## src/rtl/lcdw_pkg.sv

```systemverilog
`timescale 1ns/1ps
package lcdw_pkg;

    typedef enum logic [1:0] {
        MUX_QUAD   = 2'd0,
        MUX_STATIC = 2'd1,
        MUX_DUAL   = 2'd2,
        MUX_TRIPLE = 2'd3
    } mux_e;

    typedef enum logic [1:0] {
        BIAS_THIRD  = 2'd0,
        BIAS_HALF   = 2'd1,
        BIAS_STATIC = 2'd2,
        BIAS_RSVD   = 2'd3
    } bias_e;

    typedef enum logic [1:0] {
        ROLE_BP_ACT,
        ROLE_BP_IDLE,
        ROLE_SEG_ON,
        ROLE_SEG_OFF
    } role_e;

    typedef enum logic {
        ST_BLANK = 1'b0,
        ST_SCAN  = 1'b1
    } seq_st_e;

    localparam logic [1:0] LVL_VSS  = 2'd0;
    localparam logic [1:0] LVL_LO   = 2'd1;
    localparam logic [1:0] LVL_HI   = 2'd2;
    localparam logic [1:0] LVL_VLCD = 2'd3;

    // number of slots in one frame for a drive selection
    function automatic logic [2:0] slot_count(mux_e m);
        unique case (m)
            MUX_STATIC: return 3'd1;
            MUX_DUAL:   return 3'd2;
            MUX_TRIPLE: return 3'd3;
            default:    return 3'd4;
        endcase
    endfunction

    // level code for a pin role; odd frames mirror the extremes
    function automatic logic [1:0] level_of(bias_e bias, logic odd, role_e role);
        logic [1:0] near_lvl;
        logic [1:0] far_lvl;
        near_lvl = odd ? LVL_VSS : LVL_VLCD;
        far_lvl  = odd ? LVL_VLCD : LVL_VSS;
        unique case (role)
            ROLE_BP_ACT: return near_lvl;
            ROLE_SEG_ON: return far_lvl;
            ROLE_BP_IDLE: begin
                unique case (bias)
                    BIAS_HALF:   return LVL_LO;
                    BIAS_STATIC: return far_lvl;
                    default:     return odd ? LVL_HI : LVL_LO;
                endcase
            end
            default: begin
                unique case (bias)
                    BIAS_HALF:   return LVL_LO;
                    BIAS_STATIC: return near_lvl;
                    default:     return odd ? LVL_LO : LVL_HI;
                endcase
            end
        endcase
    endfunction

endpackage

```

## src/rtl/lcdw_slot_timer.sv

```systemverilog
`timescale 1ns/1ps
module lcdw_slot_timer #(
    parameter int SLOT_BASE = 4,
    parameter int SLOT_STEP = 2,
    parameter int PRESC_W   = 3
) (
    input  logic               clk,
    input  logic               rst_n,
    input  logic               run,
    input  logic               restart,
    input  logic [PRESC_W-1:0] presc,
    output logic               tick
);
    localparam int MAX_LEN = SLOT_BASE + ((1 << PRESC_W) - 1) * SLOT_STEP;
    localparam int LEN_W   = $clog2(MAX_LEN + 1);

    logic [LEN_W-1:0] len;
    logic [LEN_W-1:0] cnt_q;

    assign len  = LEN_W'(SLOT_BASE) + LEN_W'(presc) * LEN_W'(SLOT_STEP);
    assign tick = run && !restart && (cnt_q >= len - LEN_W'(1));

    always_ff @(posedge clk or negedge rst_n) begin
        if (!rst_n) begin
            cnt_q <= '0;
        end else if (!run || restart || tick) begin
            cnt_q <= '0;
        end else begin
            cnt_q <= cnt_q + LEN_W'(1);
        end
    end
endmodule

```

## src/rtl/lcdw_sync_port.sv

```systemverilog
`timescale 1ns/1ps
module lcdw_sync_port (
    input  logic clk,
    input  logic rst_n,
    input  logic sync_n_i,
    output logic fall
);
    logic meta_q;
    logic line_q;
    logic prev_q;

    always_ff @(posedge clk or negedge rst_n) begin
        if (!rst_n) begin
            meta_q <= 1'b1;
            line_q <= 1'b1;
            prev_q <= 1'b1;
        end else begin
            meta_q <= sync_n_i;
            line_q <= meta_q;
            prev_q <= line_q;
        end
    end

    assign fall = prev_q && !line_q;
endmodule

```

## src/rtl/lcdw_colmem.sv

```systemverilog
`timescale 1ns/1ps
module lcdw_colmem #(
    parameter int NUM_SEG = 160,
    parameter int ROWS    = 4,
    localparam int AW     = (NUM_SEG > 1) ? $clog2(NUM_SEG) : 1,
    localparam int RW     = $clog2(ROWS)
) (
    input  logic               clk,
    input  logic               rst_n,
    input  logic               wr_en,
    input  logic [AW-1:0]      wr_addr,
    input  logic [ROWS-1:0]    wr_bits,
    input  logic [RW-1:0]      rd_row,
    output logic [NUM_SEG-1:0] rd_bits
);
    for (genvar s = 0; s < NUM_SEG; s++) begin : g_col
        logic [ROWS-1:0] bits_q;
        always_ff @(posedge clk or negedge rst_n) begin
            if (!rst_n) begin
                bits_q <= '0;
            end else if (wr_en && wr_addr == AW'(s)) begin
                bits_q <= wr_bits;
            end
        end
        assign rd_bits[s] = bits_q[rd_row];
    end
endmodule

```

## src/rtl/lcdw_sequencer.sv

```systemverilog
`timescale 1ns/1ps
module lcdw_sequencer
    import lcdw_pkg::*;
#(
    parameter int NUM_SEG   = 160,
    parameter int SLOT_BASE = 4,
    parameter int SLOT_STEP = 2,
    parameter int PRESC_W   = 3,
    localparam int NUM_BP   = 4,
    localparam int AW       = (NUM_SEG > 1) ? $clog2(NUM_SEG) : 1
) (
    input  logic                 clk,
    input  logic                 rst_n,
    input  logic                 scan_en,
    input  logic [1:0]           mux_mode,
    input  logic [1:0]           bias_sel,
    input  logic                 bank_alt,
    input  logic [PRESC_W-1:0]   frame_presc,
    input  logic                 wr_en,
    input  logic [AW-1:0]        wr_col,
    input  logic [NUM_BP-1:0]    wr_bits,
    input  logic                 sync_n_i,
    output logic                 sync_pull_o,
    output logic [2*NUM_BP-1:0]  bp_lvl_o,
    output logic [2*NUM_SEG-1:0] seg_lvl_o
);
    seq_st_e st_q, st_d;
    logic [1:0]         slot_q;
    logic               pol_q;
    logic [2:0]         nslots;
    logic [1:0]         last_idx;
    logic               own_window;
    logic               st_scan;
    logic               slot_tick;
    logic               sync_fall;
    logic               realign;
    logic [1:0]         row_sel;
    logic [NUM_SEG-1:0] row_bits;
    mux_e               mode_e;
    bias_e              bias_e_v;

    assign mode_e     = mux_e'(mux_mode);
    assign bias_e_v   = bias_e'(bias_sel);
    assign nslots     = slot_count(mode_e);
    assign last_idx   = 2'(nslots - 3'd1);
    assign own_window = (slot_q == last_idx) && pol_q;
    assign st_scan    = (st_q == ST_SCAN);
    assign realign    = st_scan && sync_fall && !own_window;

    lcdw_slot_timer #(
        .SLOT_BASE(SLOT_BASE),
        .SLOT_STEP(SLOT_STEP),
        .PRESC_W  (PRESC_W)
    ) u_timer (
        .clk    (clk),
        .rst_n  (rst_n),
        .run    (st_scan),
        .restart(realign),
        .presc  (frame_presc),
        .tick   (slot_tick)
    );

    lcdw_sync_port u_sync (
        .clk     (clk),
        .rst_n   (rst_n),
        .sync_n_i(sync_n_i),
        .fall    (sync_fall)
    );

    lcdw_colmem #(
        .NUM_SEG(NUM_SEG),
        .ROWS   (NUM_BP)
    ) u_mem (
        .clk    (clk),
        .rst_n  (rst_n),
        .wr_en  (wr_en),
        .wr_addr(wr_col),
        .wr_bits(wr_bits),
        .rd_row (row_sel),
        .rd_bits(row_bits)
    );

    // next-state logic
    always_comb begin
        st_d = st_q;
        unique case (st_q)
            ST_BLANK: if (scan_en)  st_d = ST_SCAN;
            ST_SCAN:  if (!scan_en) st_d = ST_BLANK;
        endcase
    end

    // state register
    always_ff @(posedge clk or negedge rst_n) begin
        if (!rst_n) st_q <= ST_BLANK;
        else        st_q <= st_d;
    end

    // slot and frame polarity counters
    always_ff @(posedge clk or negedge rst_n) begin
        if (!rst_n) begin
            slot_q <= 2'd0;
            pol_q  <= 1'b0;
        end else begin
            unique case (st_q)
                ST_BLANK: begin
                    slot_q <= 2'd0;
                    pol_q  <= 1'b0;
                end
                ST_SCAN: begin
                    if (realign) begin
                        slot_q <= last_idx;
                        pol_q  <= 1'b1;
                    end else if (slot_tick) begin
                        if (slot_q >= last_idx) begin
                            slot_q <= 2'd0;
                            pol_q  <= !pol_q;
                        end else begin
                            slot_q <= slot_q + 2'd1;
                        end
                    end
                end
            endcase
        end
    end

    // memory row shown in the current slot
    always_comb begin
        unique case (mode_e)
            MUX_STATIC: row_sel = bank_alt ? 2'd2 : 2'd0;
            MUX_DUAL:   row_sel = {bank_alt, slot_q[0]};
            default:    row_sel = slot_q;
        endcase
    end

    // output registers
    always_ff @(posedge clk or negedge rst_n) begin
        if (!rst_n) begin
            sync_pull_o <= 1'b0;
        end else begin
            unique case (st_q)
                ST_BLANK: sync_pull_o <= 1'b0;
                ST_SCAN:  sync_pull_o <= own_window;
            endcase
        end
    end

    for (genvar b = 0; b < NUM_BP; b++) begin : g_bp
        logic [1:0] lvl_d;
        logic [1:0] lvl_q;
        always_comb begin
            if (slot_q == 2'(b) && 3'(b) < nslots)
                lvl_d = level_of(bias_e_v, pol_q, ROLE_BP_ACT);
            else
                lvl_d = level_of(bias_e_v, pol_q, ROLE_BP_IDLE);
        end
        always_ff @(posedge clk or negedge rst_n) begin
            if (!rst_n) begin
                lvl_q <= LVL_VSS;
            end else begin
                unique case (st_q)
                    ST_BLANK: lvl_q <= LVL_VSS;
                    ST_SCAN:  lvl_q <= lvl_d;
                endcase
            end
        end
        assign bp_lvl_o[2*b +: 2] = lvl_q;
    end

    for (genvar s = 0; s < NUM_SEG; s++) begin : g_seg
        logic [1:0] lvl_d;
        logic [1:0] lvl_q;
        always_comb begin
            lvl_d = level_of(bias_e_v, pol_q, row_bits[s] ? ROLE_SEG_ON : ROLE_SEG_OFF);
        end
        always_ff @(posedge clk or negedge rst_n) begin
            if (!rst_n) begin
                lvl_q <= LVL_VSS;
            end else begin
                unique case (st_q)
                    ST_BLANK: lvl_q <= LVL_VSS;
                    ST_SCAN:  lvl_q <= lvl_d;
                endcase
            end
        end
        assign seg_lvl_o[2*s +: 2] = lvl_q;
    end
endmodule

```

## config.mk

```make
export PLATFORM = sky130hd
export DESIGN_NAME = lcdw_sequencer
export DESIGN_NICKNAME = d
export VERILOG_FILES = /design/src/rtl/lcdw_pkg.sv /design/src/rtl/lcdw_slot_timer.sv /design/src/rtl/lcdw_sync_port.sv /design/src/rtl/lcdw_colmem.sv /design/src/rtl/lcdw_sequencer.sv
export SDC_FILE = /design/constraint.sdc
export NUM_CORES = 1
export LEC_CHECK = 0
export ABC_CLOCK_PERIOD_IN_PS = 2000
export BUFFER_PORTS_ARGS = -buffer_cell sky130_fd_sc_hd__buf_2
export CORE_ASPECT_RATIO = 0.7
export CORE_UTILIZATION = 45
export CTS_CLUSTER_DIAMETER = 150
export DETAILED_ROUTE_END_ITERATION = 8
export PLACE_DENSITY = 0.65
export SETUP_SLACK_MARGIN = 0.05
export SLEW_MARGIN = 40
export SYNTH_ARGS = -nofsm -noshare
export SYNTH_HDL_FRONTEND = slang
export SYNTH_SLANG_ARGS = --single-unit
```

## constraint.sdc

```tcl
create_clock -name clk -period 2 [get_ports clk]
set_input_delay 0.1 -clock clk [delete_from_list [all_inputs] [get_ports clk]]
set_output_delay 0.1 -clock clk [all_outputs]
set_load 0.02 [all_outputs]
```

# [Word-level counts from Yosys, hierarchy flattened]
# Cells that the tools add are included.
[word_totals] register_bits=981 in_bits=25 out_inout_bits=329 elab_cells=2003
[op_classes] addsub=5 n_lt_le_gt_ge=7 eq_ne=490 mux=828 n_bitwise=1 reduce_logical=340
[ops] operator="$pmux W2 S3" count=160
[ops] operator="$pmux W2 S2" count=168
[ops] operator="$eq A8 B7 Y1 const B" count=64
[ops] operator="$eq A2 B2 Y1 const B" count=165
[ops] operator="$eq A2 B1 Y1 const B" count=163
[ops] operator="$mux W1" count=324
[ops] operator="$logic_not A2 Y1" count=161
[ops] operator="$bmux W1 S2" count=160
[ops] operator="$eq A8 B6 Y1 const B" count=32
[ops] operator="$eq A8 B8 Y1 const B" count=32
[ops] operator="$logic_and A1 B1 Y1" count=170
[ops] operator="$eq A8 B5 Y1 const B" count=16
[ops] operator="$eq A8 B4 Y1 const B" count=8
[ops] operator="$eq A8 B3 Y1 const B" count=4
[ops] operator="$mux W2" count=12
[ops] operator="$eq A8 B2 Y1 const B" count=2
[ops] operator="$pmux W3 S3" count=1
[ops] operator="$eq A8 B1 Y1 const B" count=1
[ops] operator="$logic_not A8 Y1" count=1
[ops] operator="$lt A1 B3 Y1 const A" count=2
[ops] operator="$lt A2 B3 Y1 const A" count=2
[ops] operator="$ne A3 B1 Y1 const B" count=2
[ops] operator="$add A3 B4 Y5 const A" count=1
[ops] operator="$add A5 B1 Y5 const B" count=1
[ops] operator="13 further kinds" count=19

# [Depth between registers and ports, before layout]
[logic_depth] word_depth=13 ltp_mapped=8 ltp_nobuf=7

# [Cells and area by module]
# Synthesis repeated with hierarchy kept, for this count alone.
[hier_totals] hier_cells=3131 hier_area_um2=43321.5
[by_module_without_submodules] module="lcdw_colmem" instances=1 cells_per_inst=1792 area_each_um2=29687.2 seq_area_each_um2=16015.4
[by_module_without_submodules] module="lcdw_sequencer" instances=1 cells_per_inst=1303 area_each_um2=13205.2 seq_area_each_um2=8333.0
[by_module_without_submodules] module="lcdw_slot_timer" instances=1 cells_per_inst=32 area_each_um2=336.6 seq_area_each_um2=125.1
[by_module_without_submodules] module="lcdw_sync_port" instances=1 cells_per_inst=4 area_each_um2=92.6 seq_area_each_um2=78.8

# [Worst setup path after synthesis]
# Ideal clock, no wire load.
[synth_timing] path_type="input to register" startpoint="input port mux_mode[0]" endpoint="register g_seg[40].lvl_q[0]" setup_time_ns=0.139 arrival_time_ns=1.807 required_time_ns=1.861 path_slack_ns=0.054 stages=8 path_buffers=2 path_cell_list="inv_1 > ha_1 > inv_2 > o21ai_2 > buf_6 > buf_6 > mux4_2 > mux2i_1"
[synth_via] elab_chain_cells=8 elab_cells_between_ends=11 cone_classes="4 x eq/ne; 6 x mux; 1 x reduce/logical"
[synth_lines] item="from (decl)" line="lcdw_sequencer.sv:15" source="input logic [1:0] mux_mode,"
[synth_lines] item="$eq A2 B2 Y1 / $eq A2 B1 Y1 (equally long branches)" line="lcdw_sequencer.sv:128" source="unique case (mode_e)"
[synth_lines] item="$pmux W2 S2 (*)" line="lcdw_sequencer.sv:128"
[synth_lines] item="$bmux W1 S2 (*)" line="lcdw_colmem.sv:25" source="assign rd_bits[s] = bits_q[rd_row];"
[synth_lines] item="$mux W1 (not written as such) (*)" line="lcdw_colmem.sv:25"
[synth_lines] item="$mux W1 (*)" line="lcdw_sequencer.sv:173" source="lvl_d = level_of(bias_e_v, pol_q, row_bits[s] ? ROLE_SEG_ON : ROLE_SEG_OFF);"
[synth_lines] item="$eq A2 B1 Y1, or another cell as far along" line="lcdw_pkg.sv:51" source="unique case (role)"
[synth_lines] item="$pmux W2 S3 (*)" line="lcdw_pkg.sv:51"
[synth_lines] item="$pmux W2 S2 (*)" line="lcdw_sequencer.sv:179" source="unique case (st_q)"
[synth_lines] item="to (signal assigned)" line="lcdw_sequencer.sv:181" source="ST_SCAN: lvl_q <= lvl_d;"
[synth_lines] item="to (decl)" line="lcdw_sequencer.sv:171" source="logic [1:0] lvl_q;"
# Every way passes the cells marked *; elsewhere a longest branch is shown, timed or not. The select of a mux whose other input is x is not followed.
# A chain may end at the register's enable or synchronous reset.

# [Final worst setup path]
[layout_timing] startpoint="register slot_q[0]" endpoint="register g_seg[4].lvl_q[0]"
[layout_via] elab_chain_cells=7 elab_cells_between_ends=9 cone_classes="2 x eq/ne; 6 x mux; 1 x reduce/logical"
[layout_lines] item="from (decl)" line="lcdw_sequencer.sv:28" source="logic [1:0] slot_q;"
[layout_lines] item="from (signal assigned)" line="lcdw_sequencer.sv:111" source="slot_q <= last_idx;"
[layout_lines] item="from (signal assigned)" line="lcdw_sequencer.sv:118" source="slot_q <= slot_q + 2'd1;"
[layout_lines] item="$pmux W2 S2 (*)" line="lcdw_sequencer.sv:128"
[layout_lines] item="$bmux W1 S2 (*)" line="lcdw_colmem.sv:25"
[layout_lines] item="$mux W1 (not written as such) (*)" line="lcdw_colmem.sv:25"
[layout_lines] item="$mux W1 (*)" line="lcdw_sequencer.sv:173"
[layout_lines] item="$eq A2 B1 Y1, or another cell as far along" line="lcdw_pkg.sv:51"
[layout_lines] item="$pmux W2 S3 (*)" line="lcdw_pkg.sv:51"
[layout_lines] item="$pmux W2 S2 (*)" line="lcdw_sequencer.sv:179"
[layout_lines] item="to (signal assigned)" line="lcdw_sequencer.sv:181"
[layout_lines] item="to (decl)" line="lcdw_sequencer.sv:171"
# Marks and branches as above.

==> impl_metrics.env <==
export IMPL_post_route_period_util=0.9656
export IMPL_die_area_um2=93250
export IMPL_wl_per_cell_um=25.39
export IMPL_hold_viol=0
export IMPL_path_cells="o21ai_4 > buf_12 > buf_16 > mux4_2 > mux2i_1"
export IMPL_io_buffers=353
export IMPL_worst_path_max_delay_cell="mux4_2"
export IMPL_max_slew_margin=0.5390
export IMPL_regArea_um2=24550
export IMPL_initial_core_util=0.4571
export IMPL_overflow=0
export IMPL_min_to="u_mem.g_col[144].bits_q[1]$_DFFE_PN0P_"
export IMPL_synth_edff_count=0
export IMPL_met1_length_um=50220
export IMPL_grt_pass1_wl_um=170100
export IMPL_drt_iter0_markers=1442
export IMPL_totalPowerFinal_mw=49.96
export IMPL_viasPerCell=5.564
export IMPL_post_route_min_period_ps=1931
export IMPL_n_fill_cell=7258
export IMPL_reg2reg_to="g_seg[4].lvl_q[0]$_DFF_PN0_"
export IMPL_final_net_count=3129
export IMPL_ys_seq_area_frac=0.5929
export IMPL_cts_buffer_depth=3
export IMPL_synth_nets=2674
export IMPL_cp_required_ps=2540
export IMPL_clock_sinks=981
export IMPL_netlist_area_um2=41410
export IMPL_holdCritPathClass="in2reg"
export IMPL_cp_top_family="multiplexers"
export IMPL_cts_tree="done"
export IMPL_yosys_area_top_type="dfrtp_1"
export IMPL_track_usage=0.2433
export IMPL_outcome="finished clean"
export IMPL_end_kind="register"
export IMPL_irDropWorstVdd_mv=0.6050
export IMPL_worstRegToRegCells=5
export IMPL_critPathMaxStageDelay_ps=570
export IMPL_async_flop_share=1.000
export IMPL_critPathKind="reg2reg"
export IMPL_rsz0062_at_grt="yes"
export IMPL_maxCapViolations=0
export IMPL_gp_congestion=0.7957
export IMPL_crit_path_start_kind="register"
export IMPL_clkTransAtPathRegs_ps=60
export IMPL_highest_layer="met5"
export IMPL_grt_antenna_before_repair=10
export IMPL_setup_tns_ps=0
export IMPL_clock_latency_ps=690
export IMPL_max_freq_mhz=517.8
export IMPL_tightest_slew_ps=691.5
export IMPL_synth_area_leaders="dfrtp_1 59%, mux2_2 17%, mux4_2 8.7%, mux2i_1 7.8%, clkbuf_1 1.4%"
export IMPL_rr_startpoint="slot_q[0]$_DFFE_PN0P_"
export IMPL_fin_skew_ps=23.86
export IMPL_yosysWarnings=0
export IMPL_cts_root_buf="clkbuf_16"
export IMPL_crit_buf_inv=2
export IMPL_setup_viol=0
export IMPL_dr_wl_met3_um=6150
export IMPL_cts_made_buffers=98
export IMPL_leakage_nw=23.65
export IMPL_crit_arrival_ps=2470
export IMPL_dpl_hpwl_um=73230
export IMPL_hold_worst_slack_ps=65.92
export IMPL_hold_path_startpoint="wr_col[6]"
export IMPL_die_h_um=255.8
export IMPL_drive_gt1_frac=0.4991
export IMPL_crit_fanout=20
export IMPL_drt_wl_total_um=111300
export IMPL_rrSetupSlack_ps=70
export IMPL_synth_ff_type="dfrtp_1"
export IMPL_synth_commonest_cells="978 x dfrtp_1, 636 x mux2_2, 322 x mux2i_1, 160 x mux4_2, 152 x clkbuf_1"
export IMPL_drc_errors=0
export IMPL_ys_types=56
export IMPL_syn2layout_area_growth_pct=19.24
export IMPL_syn_inst=2630
export IMPL_ioPinCount=354
export IMPL_drtPass1Iterations=4
export IMPL_antenna_left=0
export IMPL_final_max_slew_viol_count=0
export IMPL_synth_top_cell_area_share=0.5910
export IMPL_multi_input_area_um2=15980
export IMPL_wl_met2_um=52030
export IMPL_num_rows=92
export IMPL_ctsHtreeMaxLevel=3
export IMPL_core_area_um2=90590
export IMPL_die_x_um=364.6
export IMPL_hold_path_cell_count=4
export IMPL_pwr_density_cell_nw_per_um2=1012
export IMPL_ys_ff_latch=981
export IMPL_grt_max_degree=112
export IMPL_grt_pass1_vias=26630
export IMPL_yosysMostFrequentCell="dfrtp_1"
export IMPL_dr_total_vias=24390
export IMPL_syn_avg_cell_area_um2=15.74
==> flip-flops by register name (all words and copies together), names as in the netlist <==
signal / flops
u_sync.meta_q: 1
slot_q: 2
u_sync.line_q: 1
g_seg.lvl_q: 320
sync_pull_o: 1
u_mem.g_col.bits_q: 640
u_sync.prev_q: 1
pol_q: 1
u_timer.cnt_q: 5
g_bp.lvl_q: 8
st_q: 1
==> power by group <==
group	total (mW)	internal [mW]	switching (mW)
sequential	22.5	21.6	0.860
combinational	9.16	3.61	5.55
clock	18.3	10.4	7.90
==> cells in the final DEF (no fill, tap or decap), types with 4 or more instances in the layout <==
cell type and count:
dfrtp_1 976, mux2_2 636, buf_2 348, mux2i_1 322, mux4_2 160, buf_4 128
clkbuf_16 100, nor2_1 78, nand2_1 69, buf_12 55, nor2_2 46, clkbuf_1 20
ha_1 19, clkbuf_8 19, clkinv_2 18, nand3_1 12, inv_1 11, nor2_4 10
nand2b_1 8, dlygate4sd3_1 8, a21oi_1 7, nor2b_1 5, nor3_1 5, mux2_1 5
bufinv_16 5, buf_6 5, nand3_2 4, nor3_2 4, inv_6 4, clkinv_4 4
clkinvlp_4 4
==> tightest hold or removal path: stages <==
cell and delay [ps]:
buf_2 120, nor2b_1 100, nand4_1 220, mux2_2 180
==> final cells by class <==
cell class,count,share of cell area
multi-input cells,1442,0.3236
clock inverters,38,0.007856
well taps,1222,0.03097
flip-flops and latches,981,0.4973
inverters,12,0.0009123
diodes,1,0.00005068
clock buffers,137,0.05648
repair buffers,550,0.08279
==> how the worst max path moves through the flow <==
stage	start	slack [ps]	end	depth (start not counted)
4_1_cts	slot_q[1]$_DFFE_PN0P_	30	g_seg[1].lvl_q[0]$_DFF_PN0_	6
2_1_floorplan	mux_mode[0]	50	g_seg[40].lvl_q[0]$_DFF_PN0_	8
6_report	slot_q[0]$_DFFE_PN0P_	70	g_seg[4].lvl_q[0]$_DFF_PN0_	5
3_3_place_gp	mux_mode[0]	-200	g_seg[1].lvl_q[0]$_DFF_PN0_	9
5_1_grt	slot_q[0]$_DFFE_PN0P_	10	g_seg[30].lvl_q[0]$_DFF_PN0_	5
3_5_place_dp	mux_mode[0]	-230	g_seg[4].lvl_q[0]$_DFF_PN0_	9
==> through the flow <==
stage | setup WS [ps] | instance area (um2) | util | cells
floorplan | 54.33 | 41410 | - | 2630
global placement | -203.1 | 45950 | 0.5072 | 4187
detailed placement | -231.6 | 45950 | 0.5072 | 4187
CTS | 30.18 | 49250 | 0.5437 | 4371
global route | 14.02 | 49370 | 0.5450 | 4382
finish | 68.70 | 49370 | 0.5450 | 4383
==> layer usage <==
layer	vias to the layer above	track usage
met5	-	0
met4	16	0.06804
met3	164	0.05600
met1	13240	0.3449
met2	600	0.3759
li1	10360	-
==> logic make-up (layout without fill, tap and decap cells) <==
kind of cell,count (synthesis),after routing,share of synthesized area
mux,1123,1123,0.3392
other cells,0,1,0
compound gates,28,28,0.004774
buf+inv,207,737,0.02215
flops,981,981,0.5929
simple gates,268,268,0.03439
fa+ha+maj,19,19,0.005741
xor+xnor,4,4,0.0008462
==> what timing repair did <==
action,4_1_cts,5_1_grt
buffers inserted,0,9
endpoints found under the setup margin,21,179
gates resized for setup,4,4
hold buffers,9,0
hold endpoints to repair,857,0
pin swaps,0,1
cloned,0,2
(Power assumes the default switching activity.)
